**src/rtl/uart_fc_pkg.sv**
```systemverilog
package uart_fc_pkg;
   // Field order sets the write-data bit positions: cts_mode is bit 0.
   typedef struct packed {
      logic cts_irq_en;
      logic de_active_low;
      logic de_mode;
      logic rts_mode;
      logic cts_mode;
   } fc_cfg_t;

   localparam int CFG_W = $bits(fc_cfg_t);
endpackage

```
**src/rtl/uart_fc_cfg.sv**
```systemverilog
module uart_fc_cfg
   import uart_fc_pkg::*;
(
   input  logic             clk,
   input  logic             rst_n,
   input  logic             enable,
   input  logic             cfg_we,
   input  logic [CFG_W-1:0] cfg_wdata,
   output fc_cfg_t          cfg_q
);
   fc_cfg_t wr;
   assign wr = fc_cfg_t'(cfg_wdata);

   always_ff @(posedge clk or negedge rst_n) begin
      if (!rst_n) begin
         cfg_q <= '0;
      end else if (cfg_we) begin
         cfg_q.cts_irq_en <= wr.cts_irq_en;
         if (!enable) begin
            cfg_q.de_active_low <= wr.de_active_low;
            cfg_q.de_mode       <= wr.de_mode;
            cfg_q.rts_mode      <= wr.rts_mode;
            cfg_q.cts_mode      <= wr.cts_mode;
         end
      end
   end

   a_r10_locked_bits: assert property (@(posedge clk) disable iff (!rst_n)
      (enable || !cfg_we) |=> $stable({cfg_q.de_active_low, cfg_q.de_mode,
                                       cfg_q.rts_mode, cfg_q.cts_mode}));
endmodule

```
**src/rtl/uart_fc_sync.sv**
```systemverilog
module uart_fc_sync #(
   parameter int   STAGES  = 2,
   parameter logic RST_VAL = 1'b1
) (
   input  logic clk,
   input  logic rst_n,
   input  logic d_async,
   output logic q_sync
);
   generate
      if (STAGES < 2) begin : g_bad_depth
         $error("uart_fc_sync: STAGES must be at least 2");
      end
   endgenerate

   logic [STAGES-1:0] chain;

   genvar gi;
   generate
      for (gi = 0; gi < STAGES; gi++) begin : g_stage
         always_ff @(posedge clk or negedge rst_n) begin
            if (!rst_n) chain[gi] <= RST_VAL;
            else if (gi == 0) chain[gi] <= d_async;
            else chain[gi] <= chain[(gi == 0) ? 0 : gi-1];
         end
      end
   endgenerate

   assign q_sync = chain[STAGES-1];
endmodule

```
**src/rtl/uart_fc_cts_detect.sv**
```systemverilog
module uart_fc_cts_detect #(
   parameter bit SET_WINS = 1'b1
) (
   input  logic clk,
   input  logic rst_n,
   input  logic cts_sync,
   input  logic clr,
   output logic flag
);
   logic prev_q;
   logic change;
   logic flag_d;

   assign change = cts_sync ^ prev_q;

   generate
      if (SET_WINS) begin : g_set_priority
         assign flag_d = change | (flag & ~clr);
      end else begin : g_clr_priority
         assign flag_d = ~clr & (flag | change);
      end
   endgenerate

   always_ff @(posedge clk or negedge rst_n) begin
      if (!rst_n) begin
         prev_q <= 1'b1;
         flag   <= 1'b0;
      end else begin
         prev_q <= cts_sync;
         flag   <= flag_d;
      end
   end

   a_r8_sticky: assert property (@(posedge clk) disable iff (!rst_n)
      (flag && !clr) |=> flag);
   a_r8_edge_sets: assert property (@(posedge clk) disable iff (!rst_n)
      (SET_WINS && $past(cts_sync) != cts_sync) |=> ##1 flag);
endmodule

```
**src/rtl/uart_flow_ctl.sv**
```systemverilog
module uart_flow_ctl
   import uart_fc_pkg::*;
#(
   parameter int   SYNC_STAGES    = 2,
   parameter bit   SET_WINS       = 1'b1,
   parameter logic IDLE_PIN_LEVEL = 1'b1
) (
   input  logic             clk,
   input  logic             rst_n,
   input  logic             enable,
   input  logic             cfg_we,
   input  logic [CFG_W-1:0] cfg_wdata,
   input  logic             cts_clr,
   input  logic             ncts_pin,
   input  logic             tx_pending,
   input  logic             tx_busy,
   input  logic             rx_space,
   output logic             tx_start_ok,
   output logic             rts_de_pin,
   output logic             cts_flag,
   output logic             irq
);
   fc_cfg_t cfg;
   logic    ncts_s;

   uart_fc_cfg i_cfg (
      .clk(clk), .rst_n(rst_n), .enable(enable),
      .cfg_we(cfg_we), .cfg_wdata(cfg_wdata), .cfg_q(cfg)
   );

   uart_fc_sync #(.STAGES(SYNC_STAGES), .RST_VAL(1'b1)) i_sync (
      .clk(clk), .rst_n(rst_n), .d_async(ncts_pin), .q_sync(ncts_s)
   );

   uart_fc_cts_detect #(.SET_WINS(SET_WINS)) i_detect (
      .clk(clk), .rst_n(rst_n), .cts_sync(ncts_s), .clr(cts_clr), .flag(cts_flag)
   );

   // Gating only ever blocks a start; a frame in flight is never cut.
   logic cts_allows;
   assign cts_allows  = !cfg.cts_mode || !ncts_s;
   assign tx_start_ok = tx_pending && !tx_busy && cts_allows;

   always_comb begin
      if (cfg.de_mode)       rts_de_pin = tx_busy ^ cfg.de_active_low;
      else if (cfg.rts_mode) rts_de_pin = !rx_space;
      else                   rts_de_pin = IDLE_PIN_LEVEL;
   end

   assign irq = cts_flag && cfg.cts_irq_en;

   a_r2_no_start_while_busy: assert property (@(posedge clk) disable iff (!rst_n)
      tx_busy |-> !tx_start_ok);
   a_r1_blocked_when_high: assert property (@(posedge clk) disable iff (!rst_n)
      (cfg.cts_mode && ncts_s) |-> !tx_start_ok);
   a_r9_irq_needs_flag: assert property (@(posedge clk) disable iff (!rst_n)
      irq |-> cts_flag);
   a_r6_de_follows_frame: assert property (@(posedge clk) disable iff (!rst_n)
      (cfg.de_mode && tx_busy) |-> (rts_de_pin != cfg.de_active_low));
endmodule

```
**config.mk**
```make
export PLATFORM = sky130hd
export DESIGN_NAME = uart_flow_ctl
export DESIGN_NICKNAME = d
export VERILOG_FILES = /design/src/rtl/uart_fc_pkg.sv /design/src/rtl/uart_fc_cfg.sv /design/src/rtl/uart_fc_sync.sv /design/src/rtl/uart_fc_cts_detect.sv /design/src/rtl/uart_flow_ctl.sv
export SDC_FILE = /design/constraint.sdc
export NUM_CORES = 1
export LEC_CHECK = 0
export BUFFER_PORTS_ARGS = -buffer_cell sky130_fd_sc_hd__buf_2
export CORE_AREA = 2 2 39 41
export DETAILED_ROUTE_END_ITERATION = 10
export DIE_AREA = 0 0 41 43
export PLACE_DENSITY = 0.52
export SYNTH_ARGS = -nofsm -noshare
export SYNTH_HDL_FRONTEND = slang
export SYNTH_HIERARCHICAL = 1
export SYNTH_SLANG_ARGS = --single-unit
```
**constraint.sdc**
```tcl
create_clock -name clk -period 0.8 [get_ports clk]
set_input_delay 0.04 -clock clk [delete_from_list [all_inputs] [get_ports clk]]
set_output_delay 0.04 -clock clk [all_outputs]
set_load 0.005 [all_outputs]
```
=== After elaboration in Yosys (flattened, before gate mapping) ===
Cells that the tools add are included.

* Multiplexer cells: 2
* Bitwise operators: 6
* Reduce and logical (&&, ||, !) cells: 9

{| class="wikitable"
|+ Operator list
! kind !! count
|-
| logical NOT 1 bit || 4
|-
| logical AND 1 bit || 3
|-
| two-way mux 1 bit || 2
|-
| NOT 1 bit || 2
|-
| AND reduction 2 bit || 1
|-
| XOR 1 bit || 2
|-
| bitwise AND 1 bit || 1
|-
| logical OR 1 bit || 1
|-
| bitwise OR 1 bit || 1
|}

* Register bits after elaboration: 9
* Input port bits: 14
* Output and inout port bits: 4
* Word-level logic and storage cells: 26

=== Depth between registers and ports, before layout ===
* Word-level depth: 3
* Mapped depth: 2
* Depth with buffers taken out: 2

=== Modules after synthesis ===
The synthesis kept the hierarchy.

{| class="wikitable"
|+ Modules (own cells, without submodules)
! module !! times used !! cells each !! area each (µm²) !! seq. area each (µm²)
|-
| uart_fc_cfg || 1 || 11 || 195.2 || 125.1
|-
| uart_fc_cts_detect || 1 || 5 || 68.8 || 51.3
|-
| uart_fc_sync || 1 || 2 || 52.6 || 52.6
|-
| uart_flow_ctl || 1 || 6 || 40.0 || 0.0
|}

=== Worst setup path after synthesis ===
Ideal clock, no wire load.

* Path kind: register -> register
* Start point: reg i_sync.chain[1] (netlist: i_sync/q_sync)
* End point: reg i_detect.flag
* Library setup time: 0.124 ns
* Arrival time: 0.690 ns
* Data required time: 0.676 ns
* Path slack: -0.014 ns
* Cell stages (with the launch flop): 3
* Path buffers: 0
* Period minus slack after synthesis: 0.814 ns
* Path through: dfstp_2 xnor2_1 o21ai_1

* Word-level cells in the longest chain between the ends: 2

{| class="wikitable"
|+ Ends and longest elaborated chain
! what !! line !! RTL
|-
| from (decl) || uart_fc_sync.sv:16 || <nowiki>logic [STAGES-1:0] chain;</nowiki>
|-
| from (signal, indexed assignment) || uart_fc_sync.sv:23 || <nowiki>else if (gi == 0) chain[gi] <= d_async;</nowiki>
|-
| from (signal, indexed assignment) || uart_fc_sync.sv:24 || <nowiki>else chain[gi] <= chain[(gi == 0) ? 0 : gi-1];</nowiki>
|-
| XOR 1 bit || uart_fc_cts_detect.sv:14 || <nowiki>assign change = cts_sync ^ prev_q;</nowiki>
|-
| bitwise OR 1 bit || uart_fc_cts_detect.sv:18 || <nowiki>assign flag_d = change | (flag & ~clr);</nowiki>
|-
| via i_detect.flag_d || uart_fc_cts_detect.sv:12 || <nowiki>logic flag_d;</nowiki>
|-
| to (signal assigned) || uart_fc_cts_detect.sv:30 || <nowiki>flag <= flag_d;</nowiki>
|-
| to (decl) || uart_fc_cts_detect.sv:8 || <nowiki>output logic flag</nowiki>
|}

The timed path passes the listed nets, and every way through them passes these cells.
A chain may end at the register's enable or synchronous reset.

=== Final worst setup path ===
* Start point: reg i_cfg/cfg_q[2] (netlist name)
* End point: out rts_de_pin

* Word-level cells in the longest chain between the ends: 1

{| class="wikitable"
|+ Ends and longest elaborated chain
! what !! line !! RTL
|-
| from (decl) || uart_fc_cfg.sv:9 || <nowiki>output fc_cfg_t cfg_q</nowiki>
|-
| two-way mux 1 bit || uart_flow_ctl.sv:45 || <nowiki>if (cfg.de_mode) rts_de_pin = tx_busy ^ cfg.de_active_low;</nowiki>
|-
| to (decl) || uart_flow_ctl.sv:19 || <nowiki>output logic rts_de_pin,</nowiki>
|}

No other way between the ends.

==> metrics.md <==
| Metric | Value |
|---|---|
| Tot GR Track Use | 0.09442 |
| Final-report hold violation count | 0 |
| Via count | 278 |
| Slew headroom | 0.8601 |
| Tcrit/Tclk final | 1.303 |
| Metal-1 WL | about 270 um |
| Crit-path max FO | 3 |
| Worst-case clock buffer depth | 2 |
| Status | finished, violations left |
| YS warnings | 6 |
| Most common cell after layout, fill and taps aside | buf_2 |
| DRT iter0 DRCs | 2 |
| Root buffer cell | clkbuf_4 |
| Crit. Startpoint | i_cfg/cfg_q[2] |
| Cell Rows | 14 |
| Final wirelength | about 620 um |
| Area grow syn2layout | 62.11% |
| Placed Cells | 58 |
| Final Worst Setup Slack | -242.3 ps |
| Flop2flop setup slack | -130 ps |
| Minimum clock period | 1042 ps |
| Worst setup path endpoint | rts_de_pin |
| Initial antenna violation count | 0 |
| Startpoint Class | flop |
| IO Count | 18 |
| Post-Syn Area | about 360 um2 |
| Pint | roughly 830 uW |
| MaxCap Viol Count | 0 |
| Via/cell ratio | between 4 and 5 |
| Violated checks | negative setup slack |
| Detailed-route DRC error count | 0 |
| Clk pwr share | 0.312 |
| Least-Margin Pin Slew | between 200 and 250 ps |
| Worst path required time | 760 ps |
| Clock skew | about 5 ps |
| Core area | about 1400 um2 |
| Top cells by area, synth | dfrtp_1 (42%), dfstp_2 (22%), mux2_2 (16%) |
| Gr ovfl total | 0 |
| Synth top area share | 0.4211 |
| Die area | 1763 um2 |
| Pre-Repair DR Iteration Count | 2 |
| Layout cells sized above 1 | 0.6604 |
| Die W | 41 um |
| Worst vdd ir | ~0.0010 V |
| Layout Nets | between 60 and 70 |
| Most frequent cells in the layout | buf_2 (17), dfrtp_1 (6), mux2_2 (5) |
| Antenna viol nets, final | 0 |
| Worst hold slack | ~18 ps |
| Cells after synthesis | 24 |
| Gpl congestion | 0.6591 |
| Crit end category | output pin |
| Initial core utilization | 0.2577 |
| CTS Buf Count | 3 |
| ANT cells | 0 |
| P_sw | about 230 uW |
| Reg2reg end | i_detect/flag |
| Power per cell area | ~1800 nW/um2 |
| Synth unique cells | 11 |
| Gate power share | 0.182 |
| Final setup fails | 5 |
| Vias in the first global route | 289 |
| First-pass GRT wire length | approximately 1100 um |
| Leading area contributor after synthesis | dfrtp_1 |
| Worst hold path type | in2reg |
| WL/cell | a little under 9 um |
| Reg clk slew, reported paths | 60 ps |
| R2R cell count | 3 |
| RSZ-0062 raised after global routing | yes |
| Syn Nets | 38 |
| Crit Path Category | reg2out |
| Clock Sinks | 9 |
| Critical Path AT | 1000 ps |
| Pins Over Slew Limit | 0 |
| Sw Share | 0.2167 |
| Max Fclk | around 960 MHz |
| Clk_lat worst skew | between 200 and 300 ps |
| #FFs+latches synth | 9 |
| Routed wl met2 | around 290 um |
| CTS tree | done |
| Mean post-synth cell area | between 10 and 15 um2 |
| Met3 wire len | between 50 and 60 um |
| Finished Layout Cells | 69 |
| H-tree lvl count | 1 |
| Die Y | roughly 43 um |
| Highest routing layer actually used | met3 |
| Sequential share of power | 0.506 |
| Port bufs | 17 |
| Crit Reg-Reg Startpoint | i_sync/q_sync |
| Sequential share of the synthesized area | 0.6421 |
| Leak pwr | between 0.2 and 0.3 nW |
| Largest net degree at the start of global routing | 10 |
sequential cells by signal, summed over array words and instances (netlist names):
signal,cells
i_sync/q_sync,1
i_cfg/cfg_q,5
i_detect/flag,1
i_sync/chain,1
i_detect/prev_q,1
kinds of logic after synthesis:
group	synth area share
compound gates	0.04910
xor+xnor	0.04913
buf+inv	0.02106
flops	0.6421
mux	0.1579
simple gates	0.08071
layout make-up:
type                    count  area (um2)
clock buffers               4       26.28
inverters                   2       7.507
fillers                   128       805.8
well taps                  16       20.02
multi-input cells          13       132.6
repair buffers             25       162.7
flip-flops and latches      9       229.0
metal layers:
| layer | vias to the layer above | track usage |
|---|---|---|
| li1 | 137 | - |
| met1 | 130 | 0.1100 |
| met2 | 11 | 0.1406 |
| met3 | 0 | 0.04712 |
| met4 | 0 | 0.04000 |
| met5 | - | 0 |
what timing repair did:
item | CTS | global route
pin swaps | 3 | 0
gates resized for setup | 3 | 1
setup buffers | 3 | 0
endpoints found under the setup margin | 5 | 6
hold buffers | 3 | 1
hold endpoints to repair | 11 | 1
per-stage QoR:
stage	power (mW)	worst slack, ps	utilization	instance area, um2	TNS (ps)
finish	1.062	-242.3	0.4177	578.1	-705.1
floorplan	0.6180	-14.19	-	356.6	-14.19
global placement	0.6981	-28.04	0.3391	469.2	-31.61
CTS	1.075	-259.0	0.4078	564.3	-748.6
detailed placement	0.6993	-49.34	0.3391	469.2	-49.34
global route	1.152	-349.2	0.4177	578.1	-1032
power groups by stage:
stage | Combinational, mW | Clock (mW) | Sequential [mW]
final | 0.193 | 0.332 | 0.538
after global routing | 0.216 | 0.391 | 0.545
after CTS | 0.191 | 0.345 | 0.539
after detailed placement | 0.154 | 0 | 0.545
after global placement | 0.154 | 0 | 0.544
after floorplan | 0.0792 | 0 | 0.539
critical path, cell delays in order (launching register included):
cell and delay, ps:
dfrtp_1 380, and3b_1 210, a21oi_1 40, buf_2 120
cells in the mapped netlist:
cell type,instances
dfrtp_1,6
and3b_1,1
and2_1,1
nor2b_4,1
a21oi_1,1
dfstp_2,3
xnor2_1,2
o21ai_1,1
inv_1,2
a211oi_1,1
mux2_2,5
how the worst min path moves through the flow:
stage	start	endpoint	cells after the start
floorplan	rst_n	i_cfg/cfg_q[0]	0
global placement	rst_n	i_cfg/cfg_q[1]	1
detailed placement	rst_n	i_cfg/cfg_q[4]	1
CTS	cfg_wdata[3]	i_cfg/cfg_q[3]	2
global route	cfg_wdata[1]	i_cfg/cfg_q[1]	2
finish	cfg_wdata[1]	i_cfg/cfg_q[1]	2
Note: power is estimated with default switching activity, not from simulation.
